<file path="src/rtl/rs_enc_pkg.sv">
package rs_enc_pkg;
    localparam int SYM_W = 8;
    localparam logic [SYM_W:0] FIELD_POLY = 9'h11D;
    localparam int MAX_PAR = 32;

    typedef logic [SYM_W-1:0] sym_t;

    typedef enum logic {
        ST_DATA   = 1'b0,
        ST_PARITY = 1'b1
    } enc_state_e;

    // multiply by alpha (x) modulo the field polynomial
    function automatic sym_t gf_xtime(sym_t a);
        sym_t r;
        r = {a[SYM_W-2:0], 1'b0};
        if (a[SYM_W-1]) r = r ^ FIELD_POLY[SYM_W-1:0];
        return r;
    endfunction

    function automatic sym_t gf_mul(sym_t a, sym_t b);
        sym_t acc;
        sym_t sh;
        acc = '0;
        sh  = a;
        for (int i = 0; i < SYM_W; i++) begin
            if (b[i]) acc = acc ^ sh;
            sh = gf_xtime(sh);
        end
        return acc;
    endfunction

    // coefficient idx of prod_{i<npar} (x + alpha^(first_root+i))
    function automatic sym_t gen_coef(int idx, int npar, int first_root);
        sym_t g [0:MAX_PAR];
        sym_t root;
        for (int i = 0; i <= MAX_PAR; i++) g[i] = '0;
        g[0] = sym_t'(1);
        root = sym_t'(1);
        for (int i = 0; i < first_root; i++) root = gf_xtime(root);
        for (int i = 0; i < npar; i++) begin
            for (int j = MAX_PAR; j >= 1; j--) g[j] = g[j-1] ^ gf_mul(g[j], root);
            g[0] = gf_mul(g[0], root);
            root = gf_xtime(root);
        end
        return g[idx];
    endfunction
endpackage

</file>
<file path="src/rtl/rs_gf_cmul.sv">
module rs_gf_cmul
    import rs_enc_pkg::*;
#(
    parameter logic [rs_enc_pkg::SYM_W-1:0] COEF = '0
) (
    input  logic [rs_enc_pkg::SYM_W-1:0] a,
    output logic [rs_enc_pkg::SYM_W-1:0] y
);
    always_comb y = gf_mul(a, COEF);
endmodule

</file>
<file path="src/rtl/rs_parity_lfsr.sv">
module rs_parity_lfsr
    import rs_enc_pkg::*;
#(
    parameter int NPAR       = 16,
    parameter int FIRST_ROOT = 0
) (
    input  logic                  clk,
    input  logic                  rst,
    input  logic                  feed,
    input  logic                  shift,
    input  logic [SYM_W-1:0]      din,
    output logic [SYM_W-1:0]      top_sym,
    output logic [NPAR*SYM_W-1:0] regs_flat
);
    sym_t par_q [NPAR];
    sym_t prod  [NPAR];
    sym_t fb;

    assign fb      = din ^ par_q[NPAR-1];
    assign top_sym = par_q[NPAR-1];

    for (genvar i = 0; i < NPAR; i++) begin : g_stage
        rs_gf_cmul #(.COEF(gen_coef(i, NPAR, FIRST_ROOT))) u_mul (
            .a (fb),
            .y (prod[i])
        );
        assign regs_flat[i*SYM_W +: SYM_W] = par_q[i];
        if (i == 0) begin : g_head
            always_ff @(posedge clk) begin
                if (rst)        par_q[i] <= '0;
                else if (feed)  par_q[i] <= prod[i];
                else if (shift) par_q[i] <= '0;
            end
        end else begin : g_body
            always_ff @(posedge clk) begin
                if (rst)        par_q[i] <= '0;
                else if (feed)  par_q[i] <= par_q[i-1] ^ prod[i];
                else if (shift) par_q[i] <= par_q[i-1];
            end
        end
    end

    // feeding and shifting come from the controller and never overlap
    assert_feed_shift_excl_R4: assert property (@(posedge clk) disable iff (rst)
        !(feed && shift));
endmodule

</file>
<file path="src/rtl/rs_symbol_ctrl.sv">
module rs_symbol_ctrl
    import rs_enc_pkg::*;
#(
    parameter int N_SYM = 255,
    parameter int K_SYM = 239
) (
    input  logic clk,
    input  logic rst,
    input  logic in_wr,
    output logic feed,
    output logic shift,
    output logic valid_q,
    output logic sop_q,
    output logic eop_q
);
    localparam int CNT_W = $clog2(N_SYM);

    enc_state_e       state_q, state_d;
    logic [CNT_W-1:0] cnt_q;
    logic             at_first, last_par;

    assign at_first = (cnt_q == '0);
    assign last_par = (cnt_q == CNT_W'(N_SYM-1));

    // next state: DATA_HOLD, DATA_ACCEPT, DATA_TO_PARITY, PARITY_SHIFT, PARITY_TO_DATA
    always_comb begin
        feed    = 1'b0;
        shift   = 1'b0;
        state_d = state_q;
        unique case (state_q)
            ST_DATA: begin
                feed = in_wr;
                if (in_wr && cnt_q == CNT_W'(K_SYM-1)) state_d = ST_PARITY;
            end
            ST_PARITY: begin
                shift = 1'b1;
                if (last_par) state_d = ST_DATA;
            end
            default: state_d = ST_DATA;
        endcase
    end

    // state register and symbol position
    always_ff @(posedge clk) begin
        if (rst) begin
            state_q <= ST_DATA;
            cnt_q   <= '0;
        end else begin
            state_q <= state_d;
            if (feed || shift) cnt_q <= (shift && last_par) ? '0 : cnt_q + 1'b1;
        end
    end

    // registered output flags
    always_ff @(posedge clk) begin
        if (rst) begin
            valid_q <= 1'b0;
            sop_q   <= 1'b0;
            eop_q   <= 1'b0;
        end else begin
            valid_q <= feed || shift;
            sop_q   <= feed && at_first;
            eop_q   <= shift && last_par;
        end
    end

    assert_cnt_range_R6: assert property (@(posedge clk) disable iff (rst)
        cnt_q < CNT_W'(N_SYM));
    assert_bypass_hold_R5: assert property (@(posedge clk) disable iff (rst)
        (state_q == ST_DATA && !in_wr) |=> (!valid_q && $stable(cnt_q)));
    assert_parity_run_R3: assert property (@(posedge clk) disable iff (rst)
        (state_q == ST_PARITY) |=> valid_q);
    assert_flags_valid_R6: assert property (@(posedge clk) disable iff (rst)
        (sop_q || eop_q) |-> (valid_q && !(sop_q && eop_q)));
endmodule

</file>
<file path="src/rtl/rs_block_encoder.sv">
module rs_block_encoder
    import rs_enc_pkg::*;
#(
    parameter int N_SYM      = 255,
    parameter int K_SYM      = 239,
    parameter int FIRST_ROOT = 0
) (
    input  logic             clk,
    input  logic             rst,
    input  logic             in_wr,
    input  logic [SYM_W-1:0] in_data,
    output logic             out_valid,
    output logic [SYM_W-1:0] out_data,
    output logic             out_sop,
    output logic             out_eop
);
    localparam int NPAR = N_SYM - K_SYM;

    logic                  feed, shift;
    logic [SYM_W-1:0]      par_top;
    logic [NPAR*SYM_W-1:0] par_regs;

    rs_symbol_ctrl #(.N_SYM(N_SYM), .K_SYM(K_SYM)) u_ctrl (
        .clk     (clk),
        .rst     (rst),
        .in_wr   (in_wr),
        .feed    (feed),
        .shift   (shift),
        .valid_q (out_valid),
        .sop_q   (out_sop),
        .eop_q   (out_eop)
    );

    rs_parity_lfsr #(.NPAR(NPAR), .FIRST_ROOT(FIRST_ROOT)) u_lfsr (
        .clk       (clk),
        .rst       (rst),
        .feed      (feed),
        .shift     (shift),
        .din       (in_data),
        .top_sym   (par_top),
        .regs_flat (par_regs)
    );

    always_ff @(posedge clk) begin
        if (rst)        out_data <= '0;
        else if (shift) out_data <= par_top;
        else if (feed)  out_data <= in_data;
    end

    assert_data_pass_R2: assert property (@(posedge clk) disable iff (rst)
        feed |=> (out_valid && out_data == $past(in_data)));
    assert_lfsr_empty_R7: assert property (@(posedge clk) disable iff (rst)
        out_eop |-> (par_regs == '0));
endmodule

</file>
<file path="config.mk">
export PLATFORM = sky130hd
export DESIGN_NAME = rs_block_encoder
export DESIGN_NICKNAME = d
export VERILOG_FILES = /design/src/rtl/rs_enc_pkg.sv /design/src/rtl/rs_gf_cmul.sv /design/src/rtl/rs_parity_lfsr.sv /design/src/rtl/rs_symbol_ctrl.sv /design/src/rtl/rs_block_encoder.sv
export SDC_FILE = /design/constraint.sdc
export NUM_CORES = 1
export LEC_CHECK = 0
export BUFFER_PORTS_ARGS = -buffer_cell sky130_fd_sc_hd__clkbuf_2
export CORE_MARGIN = 4
export CORE_UTILIZATION = 65
export DETAILED_ROUTE_END_ITERATION = 8
export GPL_TIMING_DRIVEN = 0
export PLACE_DENSITY = 0.81
export SETUP_SLACK_MARGIN = 0.3
export SLEW_MARGIN = 25
export SYNTH_ARGS = -nofsm -noshare
export SYNTH_HDL_FRONTEND = slang
export SYNTH_SLANG_ARGS = --single-unit
</file>
<file path="constraint.sdc">
create_clock -name clk -period 11.6 [get_ports clk]
set_clock_uncertainty 0.05 [all_clocks]
set_input_delay 1.16 -clock clk [delete_from_list [all_inputs] [get_ports clk]]
set_output_delay 1.16 -clock clk [all_outputs]
set_load 0.005 [all_outputs]
</file>
==> results of run 1 <==
## state kept, by name, indices dropped and copies added (netlist names)
name and flops:
u_ctrl.eop_q 1, u_ctrl.sop_q 1, out_data 8, u_ctrl.state_q 1, u_ctrl.cnt_q 8, u_lfsr.par_q 128
u_ctrl.valid_q 1
## routing by layer
metal	part of all wire, %	up-vias	GRT usage (%)
met3	9.6	78	8.22
met4	5.1	0	16.1
met1	39	2962	40.2
met2	47	353	49.2
li1	-	2710	-
met5	0	-	0
## worst paths after layout
path / startpoint / to / slack (ns) / cells after the start
worst max-delay path: in_data[1] / u_lfsr.par_q[0][32]$_DFFE_PP_ / 7.96 / 8
worst min-delay path: u_ctrl.cnt_q[3]$_SDFFE_PP0P_ / u_ctrl.sop_q$_SDFF_PP0_ / 0.44 / 1
worst max register to register: u_lfsr.par_q[1][57]$_DFFE_PP_ / u_lfsr.par_q[0][32]$_DFFE_PP_ / 8.36 / 7
worst min register to register: u_ctrl.cnt_q[3]$_SDFFE_PP0P_ / u_ctrl.sop_q$_SDFF_PP0_ / 0.44 / 1
## through the flow
stage | setup slack (ns) | hold slack, ns | cells | utilization [%] | cell area, sq um
floorplan | 7.01 | 0.377 | 754 | - | 8440
global placement | 5.78 | 0.393 | 947 | 69.1 | 8760
detailed placement | 7.63 | 0.424 | 948 | 69.4 | 8790
CTS | 8.02 | 0.439 | 980 | 73.7 | 9340
global route | 7.89 | 0.451 | 980 | 73.7 | 9340
finish | 7.96 | 0.439 | 980 | 73.7 | 9340
## area by class of cell
cell class / instances / share of cell area, %
Buffer: 44 / 2.00
Clock buffer: 21 / 5.05
Clock inverter: 11 / 0.791
Inverter: 7 / 0.335
Multi-Input combinational cell: 555 / 42.6
Sequential cell: 148 / 45.5
Tap cell: 172 / 2.31
Timing Repair Buffer: 22 / 1.42
## worst reg2reg max path: stages, from the launching register on
cell and delay (ns):
edfxtp_1 0.42, xnor2_1 0.54, buf_2 0.46, xnor3_1 0.36
xnor2_1 0.61, mux2i_1 0.30, xor2_1 0.17, nor2_1 0.07
## cell usage in the layout (no fill, tap or decap), drive strengths merged, types with 19 or more instances in the layout
cell type and n:
xor2 26, nor2 122, nand2 19, xnor2 143, a21oi 67, o21ai 56, clkbuf 69, edfxtp 128
dfxtp 20, or3 53
## kinds of logic after synthesis
logic type / after synthesis / share of synthesized area, %
adder cells (fa/ha/maj): 3 / 0.445
XOR/XNOR: 189 / 25.0
buffers and inverters: 51 / 2.52
AO/OA/AOI/OAI: 133 / 8.32
AND/OR/NAND/NOR: 219 / 12.1
multiplexers: 11 / 1.31
flip-flops: 148 / 50.3
==> results.md, run 1 <==
- Nets@finish: approximately 800
- Num rows: between 40 and 50
- Synth-to-Final Area Change: 10.6%
- Cell taking the most area after synthesis: edfxtp_1
- Setup Crit Path Kind: input pin to register
- DR WL/cell: 22.4 um
- Final hold vios: 0
- Final setup fails: 0
- Max_cap viols: 0
- Share of the synthesized area in the top cell type: 45.6%
- Startpoint Class: input pin
- Post-cts hold buffer count: 0
- Worst path top cell family by delay: XOR/XNOR gates
- GPL Wtd Cong: around 1.0
- Die width: approximately 120 um
- Crit-path cells: clkbuf_2 -> xnor2_1 -> buf_2 -> xnor3_1 -> xnor2_1 -> mux2i_1 -> xor2_1 -> nor2_1
- Slew Viols, Final: 0
- Root Driver: clkbuf_16
- Post-detail-place hpwl: about 15,000 um
- Worst-Skew Late Latency: 0.44 ns
- DRT antenna net count: 0
- Final worst-path cycle share: a little under a third
- Max Freq: roughly 270 MHz
- Net count after synthesis: between 700 and 800
- Clock sink count: approximately 150
- Starting Density: 66.6%
- Worst Hold Class: register to register
- Multi-input logic area: about 4000 sq um
- Mapped Cells: 754
- Avg Inst Size Synth: 11.2 sq um
- H-Tree Depth: 4
- Status: completed
- Critical Path Sink Type: register
- Antenna Cells: 0
- CTS Buf Count: 17
- CTS tree: done
- Tot GR Track Use: between 30 and 40%
- Vias in the first global route: approximately 6k
- Worst-path clk slew: roughly 0.06 ns
- Critical path's slowest cell: xnor2_1
- Fin crit period: 3.64 ns
- Syn Std Cell Area: 8440 sq um
- Vias: slightly above 6k
- Top FF cell, synth: edfxtp_1
- Critical path buffers and inverters: 2
- Critical Path RT: 11.71 ns
- Async SR Flop Fraction: 0%
- First-pass GRT wire length: 33,700 um
- Die Footprint: 14,900 sq um
- IO Count: 22
- Synth area leaders: edfxtp_1 46%, xnor2_1 13%, nor2_1 5.4%, dfxtp_1 4.7%, a21oi_1 4.0%
- Largest net degree at the start of global routing: 66
- Syn. warnings: 0
- CTS resizes: 0
- Seq/Total Area, Yosys: just over 50%
- Worst-Margin Slew: 0.947 ns
- Post-synth EDFFs: ~130
- Commonest cells post-synth: 128 x edfxtp_1, 128 x xnor2_1, 122 x nor2_1, 67 x a21oi_1, 56 x o21ai_0
- Register area: 4240 sq um
- Fillcell total: about 900
- Clock Path Buffers: 2
- Post-synthesis register bit count: about 150
- Grt ovf: 0
- Initial DRC count: 784
- Critical path peak fanout: 10
- Core Region: approximately 13,000 sq um
- # Post-CTS Setup Buffers: 0
- Initial antenna violation count: 0
- DR vias/cell: 6.23
- Setup Total Neg Slack: 0 ns
- Synth cell types: 44
- WL final: 21,900 um
- Share of cells above drive strength 1: 11.5%
- IO buf count: 21
- Die H: roughly 120 um
- DRC violations left: 0
- CP max stage delay: roughly 0.61 ns
- Unrepaired setup endpoints after global routing: false
- DR pass1 iterations: 5
- Relative slew slack: a little over a third
- WP data arrival: 3.75 ns
- Critical Path Most Common Cell: xnor2_1
Power of run 1 is not shown: default switching activity piles up to over one toggle a cycle in this logic, so the estimate is an artifact.
==> run 2, diff against run 1 <==
--- a/config.mk
+++ b/config.mk
@@ -5,12 +5,13 @@
 export SDC_FILE = /design/constraint.sdc
 export NUM_CORES = 1
 export LEC_CHECK = 0
+export ABC_AREA = 1
 export BUFFER_PORTS_ARGS = -buffer_cell sky130_fd_sc_hd__clkbuf_2
 export CORE_MARGIN = 4
-export CORE_UTILIZATION = 65
+export CORE_UTILIZATION = 57
 export DETAILED_ROUTE_END_ITERATION = 8
 export GPL_TIMING_DRIVEN = 0
-export PLACE_DENSITY = 0.81
+export PLACE_DENSITY = 0.75
 export SETUP_SLACK_MARGIN = 0.3
 export SLEW_MARGIN = 25
 export SYNTH_ARGS = -nofsm -noshare
==> constraint.sdc (replaced) <==
create_clock -name clk -period 3.21 [get_ports clk]
set_clock_uncertainty 0.05 [all_clocks]
set_input_delay 0.321 -clock clk [delete_from_list [all_inputs] [get_ports clk]]
set_output_delay 0.321 -clock clk [all_outputs]
set_load 0.005 [all_outputs]
==> run 2 against run 1 <==
Global-route usage down 0.25 points. Sequential share of layout area down 2.2 points. Largest cell class unchanged. First-iteration DRC count up 17%. Sequential cell count unchanged. Utilization down 7.2 points. Cell count up 32%. Final area up 5.1%. Register-to-register slack worse by 8.1 ns. Via count up 27%. Die area up 17%. Synthesized area up 3.6%. Synthesized cell count up 40%.
==> results.md, run 2 <==
- Seq pwr share: about a third
- Syn Std Cell Area: 8740 sq um (+3.6%)
- Worst setup margin: 0.265 ns (-7.70 ns)
- Antenna Cells: 0 (unchanged)
- VDD IR max: 0.594 mV
- DR pass1 iterations: 6 (+1)
- Internal power: around 4700 uW
- Num rows: 44 (+7.3%)
- Largest net degree at the start of global routing: 66 (unchanged)
- Slew Viols, Final: 0 (unchanged)
- Post-synth EDFFs: 128 (unchanged)
- Root Driver: clkbuf_16
- Post-synthesis register bit count: 148 (unchanged)
- Clock sink count: 148 (unchanged)
- Switching share of total power: 41.9%
- Synth cell types: 42 (-4.5%)
- Clock Path Buffers: 2 (unchanged)
- Net count after synthesis: 1,072 (+40%)
- Commonest cells post-synth: 269 x nand2_1, 128 x edfxtp_1, 112 x o21ai_0, 110 x a21oi_1, 108 x inv_1
- Share of the synthesized area in the top cell type: 44.0% (-1.6 points)
- Grt ovf: 0 (unchanged)
- Seq/Total Area, Yosys: 48.6% (-1.7 points)
- Largest registers: u_lfsr.par_q x128, out_data x8, u_ctrl.cnt_q x8
- DRT antenna net count: 0 (unchanged)
- Synth Area in XOR/XNOR: 8.13% (-17 points)
- Most common cell after layout, fill and taps aside: nand2_1
- DR vias/cell: 5.98 (-3.9%)
- PwrDens: a little over 800 nW/um^2
- Die width: 132 um (+8.1%)
- Worst-path clk slew: 0.06 ns (about the same)
- GPL Wtd Cong: 1.02 (+0.47%)
- Worst-Margin Slew: 0.859 ns (-0.0880 ns)
- Worst Hold Class: input pin to register
- Setup Crit Path Kind: register to register
- Avg Inst Size Synth: 8.26 sq um (-26%)
- Synthesized-area fraction occupied by adder cells: 0.430% (-0.015 points)
- Final hold vios: 0 (unchanged)
- WL final: 27,200 um (+24%)
- Mapped Cells: 1,058 (+40%)
- Area share of and/or/nand/nor cells after synthesis: 20.2% (+8.1 points)
- WP data arrival: 3.15 ns (-0.60 ns)
- Max Freq: 340 MHz
- Synth-to-Final Area Change: 12.3%
- Register area: 4240 sq um (unchanged)
- Post-detail-place hpwl: 19,200 um (+26%)
- Status: completed
- Commonest non-fill, non-tap cells in the layout: 260 x nand2_1, 128 x edfxtp_1, 112 x o21ai_0
- Async SR Flop Fraction: 0% (unchanged)
- IO buf count: 20 (-4.8%)
- Final setup fails: 0 (unchanged)
- H-Tree Depth: 4 (unchanged)
- Post-cts hold buffer count: 0 (unchanged)
- Critical Path RT: 3.41 ns (-8.30 ns)
- Mux cell area share after synthesis: 0% (-1.3 points)
- Tot GR Track Use: 31.0% (-0.25 points)
- Vias: 7,766 (+27%)
- Setup Total Neg Slack: 0 ns (unchanged)
- Synth area leaders: edfxtp_1 44%, nand2_1 12%, o21ai_0 6.4%, a21oi_1 6.3%, xor2_1 5.2%
- Startpoint Class: register
- DRC violations left: 0 (unchanged)
- Nets@finish: 1,115 (+38%)
- Vias in the first global route: 6,991 (+16%)
- Max_cap viols: 0 (unchanged)
- CTS Buf Count: 17 (unchanged)
- Top FF cell, synth: edfxtp_1
- Die Footprint: 17,400 sq um (+17%)
- Initial DRC count: 916 (+17%)
- Initial antenna violation count: 0 (unchanged)
- R2r setup slk: 0.26 ns (-8.10 ns)
- Fillcell total: 1,218 (+35%)
- Syn. warnings: 0 (unchanged)
- Combinational Power Share: a little over two fifths
- Overall power: roughly 8100 uW
- Compound-Gate Fraction of Synth Area: 15.9% (+7.6 points)
- Count leader, synth: nand2_1
- Relative slew slack: 42.7% (+6.3 points)
- Die H: 132 um (+8.1%)
- Number of flip-flops in the largest register: 128 (unchanged)
- Cell taking the most area after synthesis: edfxtp_1
- IO Count: 22 (unchanged)
- Starting Density: 59.2% (-7.4 points)
- Fin crit period: around 3 ns
- Unrepaired setup endpoints after global routing: false
- Final worst-path cycle share: between 90% and 100%
- Share of cells above drive strength 1: 10.2% (-1.3 points)
- Critical path peak fanout: 10 (unchanged)
- Clock group share of total power: between 20% and 30%
- Multi-input logic area: 3980 sq um (-0.13%)
- CTS tree: done
- First-pass GRT wire length: 40,500 um (+20%)
- P_leak: roughly 0.0043 uW
- Psw: about 3400 uW
- Critical Path Sink Type: register
- Worst-Skew Late Latency: 0.43 ns (about the same)
- Pre-CTS WS: 0.127 ns (-7.51 ns)
- DR WL/cell: 21.0 um (-6.4%)
- Largest Register: u_lfsr.par_q
- Core Region: 14,800 sq um (+16%)
- Largest family of logic cells by synthesized area: simple AND/OR/NAND/NOR gates
run 2: cell types whose count changed in the layout (fill, tap and decap cells not counted), sizes merged, moves of 43 or more:
cell / delta
a21oi: +43
or3: -53
xnor2: -131
nor2: -51
inv: +103
o21ai: +69
nand2: +265
run 2: path summary, 6_finish.rpt:
path	end	cells after the start	from
worst max-delay path	u_lfsr.par_q[1][27]$_DFFE_PP_	7	u_ctrl.state_q$_SDFF_PP0_
worst min register to register	u_ctrl.cnt_q[2]$_SDFFE_PP0P_	1	u_ctrl.cnt_q[2]$_SDFFE_PP0P_
worst min-delay path	out_data[7]$_SDFFE_PP0P_	3	in_data[7]
worst max register to register	u_lfsr.par_q[1][27]$_DFFE_PP_	7	u_ctrl.state_q$_SDFF_PP0_
run 2: final cells by class:
class / count / area share, %
tap: 184 / 2.35
multi-input combinational: 761 / 40.5
timing repair buffer: 24 / 1.66
inverter: 115 / 4.40
clock inverter: 13 / 1.59
buffer: 34 / 1.79
clock buffer: 19 / 4.41
sequential: 148 / 43.3
run 2: power by group through the flow:
stage	clock network [uW]	registers [uW]	logic, uW
finish	2020	2660	3380
global route	2120	2690	3660
CTS	2030	2660	3200
detailed placement	0	2700	3160
global placement	0	2690	3120
floorplan	0	2650	2230
run 2: timing repair:
item / CTS / global route
gates resized for setup: 2 / 22
setup endpoints to repair: 11 / 43
hold endpoints to repair: 0 / 0
setup buffers: 0 / 3
pin swaps: 0 / 1
gates cloned: 0 / 0
run 2: critical path: stages (launching register included):
cell and delay [ns]:
dfxtp_1 0.29, buf_2 0.18, inv_1 0.13, nand2_1 0.18, nor2_1 0.69, clkinv_1 0.53
clkbuf_1 0.43, o22ai_1 0.28
run 2: through the flow:
step	instances	instance area [sq um]	hold slack (ns)	utilization [%]
CTS	1295	9710	0.114	65.8
finish	1298	9810	0.131	66.5
detailed placement	1263	9110	0.459	61.8
global placement	1262	9070	0.454	61.5
global route	1298	9810	0.128	66.5
floorplan	1058	8740	0.419	-
run 2: cell families after synthesis:
kind of cell    after synthesis
flops                       148
simple gates                424
compound gates              264
buf+inv                     149
fa+ha+maj                     3
xor+xnor                     70
run 2: per-layer routing:
| layer | vias up | part of all wire, % | GRT usage, % |
|---|---|---|---|
| met2 | 416 | 45 | 47.7 |
| met4 | 0 | 4.2 | 13.4 |
| met5 | - | 0 | 0 |
| li1 | 3634 | - | - |
| met3 | 72 | 9.6 | 6.26 |
| met1 | 3644 | 41 | 43.0 |
Power figures use the tool's default switching activity.
==> run 3, diff against run 2 <==
--- a/config.mk
+++ b/config.mk
@@ -8,10 +8,11 @@
 export ABC_AREA = 1
 export BUFFER_PORTS_ARGS = -buffer_cell sky130_fd_sc_hd__clkbuf_2
 export CORE_MARGIN = 4
-export CORE_UTILIZATION = 57
+export CORE_UTILIZATION = 45
+export CTS_BUF_LIST = sky130_fd_sc_hd__clkbuf_4 sky130_fd_sc_hd__clkbuf_8
 export DETAILED_ROUTE_END_ITERATION = 8
 export GPL_TIMING_DRIVEN = 0
-export PLACE_DENSITY = 0.75
+export PLACE_DENSITY = 0.61
 export SETUP_SLACK_MARGIN = 0.3
 export SLEW_MARGIN = 25
 export SYNTH_ARGS = -nofsm -noshare
==> run 3 against run 2 <==
Utilization fell by 15 points. Cell count rose by 5.9%. Final area fell by 1.4%. Worst setup slack improved by 0.17 ns. Routed wire length fell by 2.2%. Maximum frequency rose by 6.0%. Die area rose by 25%. Critical path depth did not move. Via count fell by 4.5%. Count of clock-buffer cells in the layout fell by 1. Combinational power fell by 1%. First-iteration DRC count fell by 16%. Highest routed layer unchanged.
==> results.md, run 3 (synthesis gave the netlist of run 2 again) <==
- Hold Path Depth: 3 (unchanged)
- Relative slew slack: 51.2% (+8.4 points)
- Startpoint Class: register
- Post-cts hold buffer count: 0 (unchanged)
- Largest registers: u_lfsr.par_q x128, out_data x8, u_ctrl.cnt_q x8
- Fin crit period: 2.78 ns (-0.166 ns)
- VDD IR max: 0.457 mV (-23%)
- DRC violations left: 0 (unchanged)
- Die width: 147 um (+12%)
- Worst-path clk slew: 0.09 ns (+0.03 ns)
- Commonest non-fill, non-tap cells in the layout: 260 x nand2_1, 128 x edfxtp_1, 112 x o21ai_0
- Max Freq: 360 MHz (+6.0%)
- Pre-CTS WS: 0.139 ns (+0.0111 ns)
- Max_cap viols: 0 (unchanged)
- Setup Crit Path Kind: register to register
- DRT antenna net count: 0 (unchanged)
- DR vias/cell: 5.39 (-9.9%)
- Critical Path RT: 3.46 ns (+0.05 ns)
- WHS: 0.0803 ns (-0.0508 ns)
- Internal power: 4070 uW (-13%)
- DR WL/cell: 19.3 um (-7.7%)
- Final setup fails: 0 (unchanged)
- Switching share of total power: 44.6% (+2.7 points)
- Share of cells above drive strength 1: 10.5% (+0.26 points)
- PwrDens: 761 nW/um^2 (-7.5%)
- IO buf count: 20 (unchanged)
- Tot GR Track Use: 24.5% (-6.5 points)
- Crit-path cells: buf_2 -> inv_1 -> nand2_1 -> nor2_1 -> clkinv_1 -> clkbuf_1 -> nor2_1
- FF-to-FF path depth: 7 (unchanged)
- Largest Register: u_lfsr.par_q
- Worst-Margin Slew: 0.729 ns (-0.129 ns)
- Core Region: 18,900 sq um (+28%)
- Initial DRC count: 767 (-16%)
- Worst-Skew Late Latency: 0.47 ns (+0.04 ns)
- Critical Path Sink Type: register
- Critical Path Most Common Cell: nor2_1
- Critical path buffers and inverters: 4 (unchanged)
- Grt ovf: 0 (unchanged)
- IO Count: 22 (unchanged)
- Final hold vios: 0 (unchanged)
- Setup Total Neg Slack: 0 ns (unchanged)
- Post-DP Area: 9210 sq um (+1.0%)
- Seq pwr share: 36.0% (+3.0 points)
- Combinational Power Share: 45.2% (+3.3 points)
- Slew Viols, Final: 0 (unchanged)
- Num rows: 50 (+14%)
- Nets@finish: 1,116 (+0.090%)
- Antenna Cells: 0 (unchanged)
- GPL Wtd Cong: 0.989 (-3.3%)
- Starting Density: 46.2% (-13 points)
- CP max stage delay: 0.61 ns (-0.08 ns)
- Critical path peak fanout: 10 (unchanged)
- Clock Path Buffers: 2 (unchanged)
- WP data arrival: 3.03 ns (-0.12 ns)
- DR pass1 iterations: 5 (-1)
- Post-layout instance area: 9670 sq um (-1.4%)
- H-Tree Depth: 4 (unchanged)
- Most common cell after layout, fill and taps aside: nand2_1
- WL final: 26,600 um (-2.2%)
- Vias in the first global route: 6,519 (-6.8%)
- CTS tree: done
- Initial antenna violation count: 0 (unchanged)
- P_leak: 0.00418 uW (-2.3%)
- First-pass GRT wire length: 39,300 um (-3.1%)
- Clock group share of total power: 18.7% (-6.4 points)
- Final worst-path cycle share: 86.6% (-5.2 points)
- Status: completed
- CTS Buf Count: 17 (unchanged)
- Number of flip-flops in the largest register: 128 (unchanged)
- Worst setup margin: 0.431 ns (+0.166 ns)
- Synth-to-Final Area Change: 10.7%
- Vias: 7,415 (-4.5%)
- Stages on worst setup path: 7 (unchanged)
- Critical path's slowest cell: nor2_1
- Die H: 147 um (+12%)
- Die Footprint: 21,700 sq um (+25%)
- Largest net degree at the start of global routing: 66 (unchanged)
- Root Driver: clkbuf_8
- Unrepaired setup endpoints after global routing: true
- Worst path top cell family by delay: buffers and inverters
- Psw: 3280 uW (-2.9%)
- Worst Hold Class: input pin to register
- Post-detail-place hpwl: 19,300 um (+0.50%)
- Clock sink count: 148 (unchanged)
- R2r setup slk: 0.43 ns (+0.17 ns)
run 3: cell types whose count changed in the layout (fill, tap and decap cells not counted), sizes merged:
cell,before,now
clkinvlp,5,4
clkinv,6,10
bufinv,3,1
run 3: path summary, 6_finish.rpt:
| path | endpoint | start |
|---|---|---|
| max reg2reg | u_lfsr.par_q[0][0]$_SDFFCE_PP0P_ | u_ctrl.state_q$_SDFF_PP0_ |
| min | out_data[6]$_SDFFE_PP0P_ | in_data[6] |
| min reg2reg | u_ctrl.cnt_q[2]$_SDFFE_PP0P_ | u_ctrl.cnt_q[2]$_SDFFE_PP0P_ |
| max | u_lfsr.par_q[0][0]$_SDFFCE_PP0P_ | u_ctrl.state_q$_SDFF_PP0_ |
run 3: per-stage QoR:
stage                     util (%)  power [uW]  instances
after floorplan                  -        4880       1058
after global placement        48.5        5800       1338
after detailed placement      48.7        5840       1339
after CTS                     50.6        7210       1371
after global routing          51.2        7790       1375
final                         51.2        7360       1375
run 3: what timing repair did:
item                                    CTS  global route
pin swaps                                 0             1
buffers inserted                          0             4
endpoints found under the setup margin    8            46
hold endpoints to repair                  0             0
gates resized for setup                   1            22
run 3: layer usage:
metal  vias up  wire (um)  GRT usage, %
met5         -          0             0
met2       285      11800          37.4
met3        46       2050          5.06
met1      3445      11900          34.6
li1       3639          -             -
met4         0        897          8.90
run 3: final cells by class:
| cell class | instances | area, sq um |
|---|---|---|
| buffer | 34 | 174 |
| clock buffer | 18 | 241 |
| clock inverter | 14 | 113 |
| fill | 1861 | 9220 |
| inverter | 115 | 432 |
| multi-input combinational | 761 | 3970 |
| sequential | 148 | 4240 |
| tap | 260 | 325 |
| timing repair buffer | 25 | 170 |
run 3: power groups by stage:
stage                     registers [uW]  logic, uW  clock network [uW]
after floorplan                     2650       2230                   0
after global placement              2690       3110                   0
after detailed placement            2690       3140                   0
after CTS                           2650       3170                1390
after global routing                2680       3620                1490
final                               2650       3330                1380
run 3: worst min-delay path, stage by stage:
cell      delay (ns)
clkbuf_2        0.11
nand2_1         0.07
a21oi_1         0.06
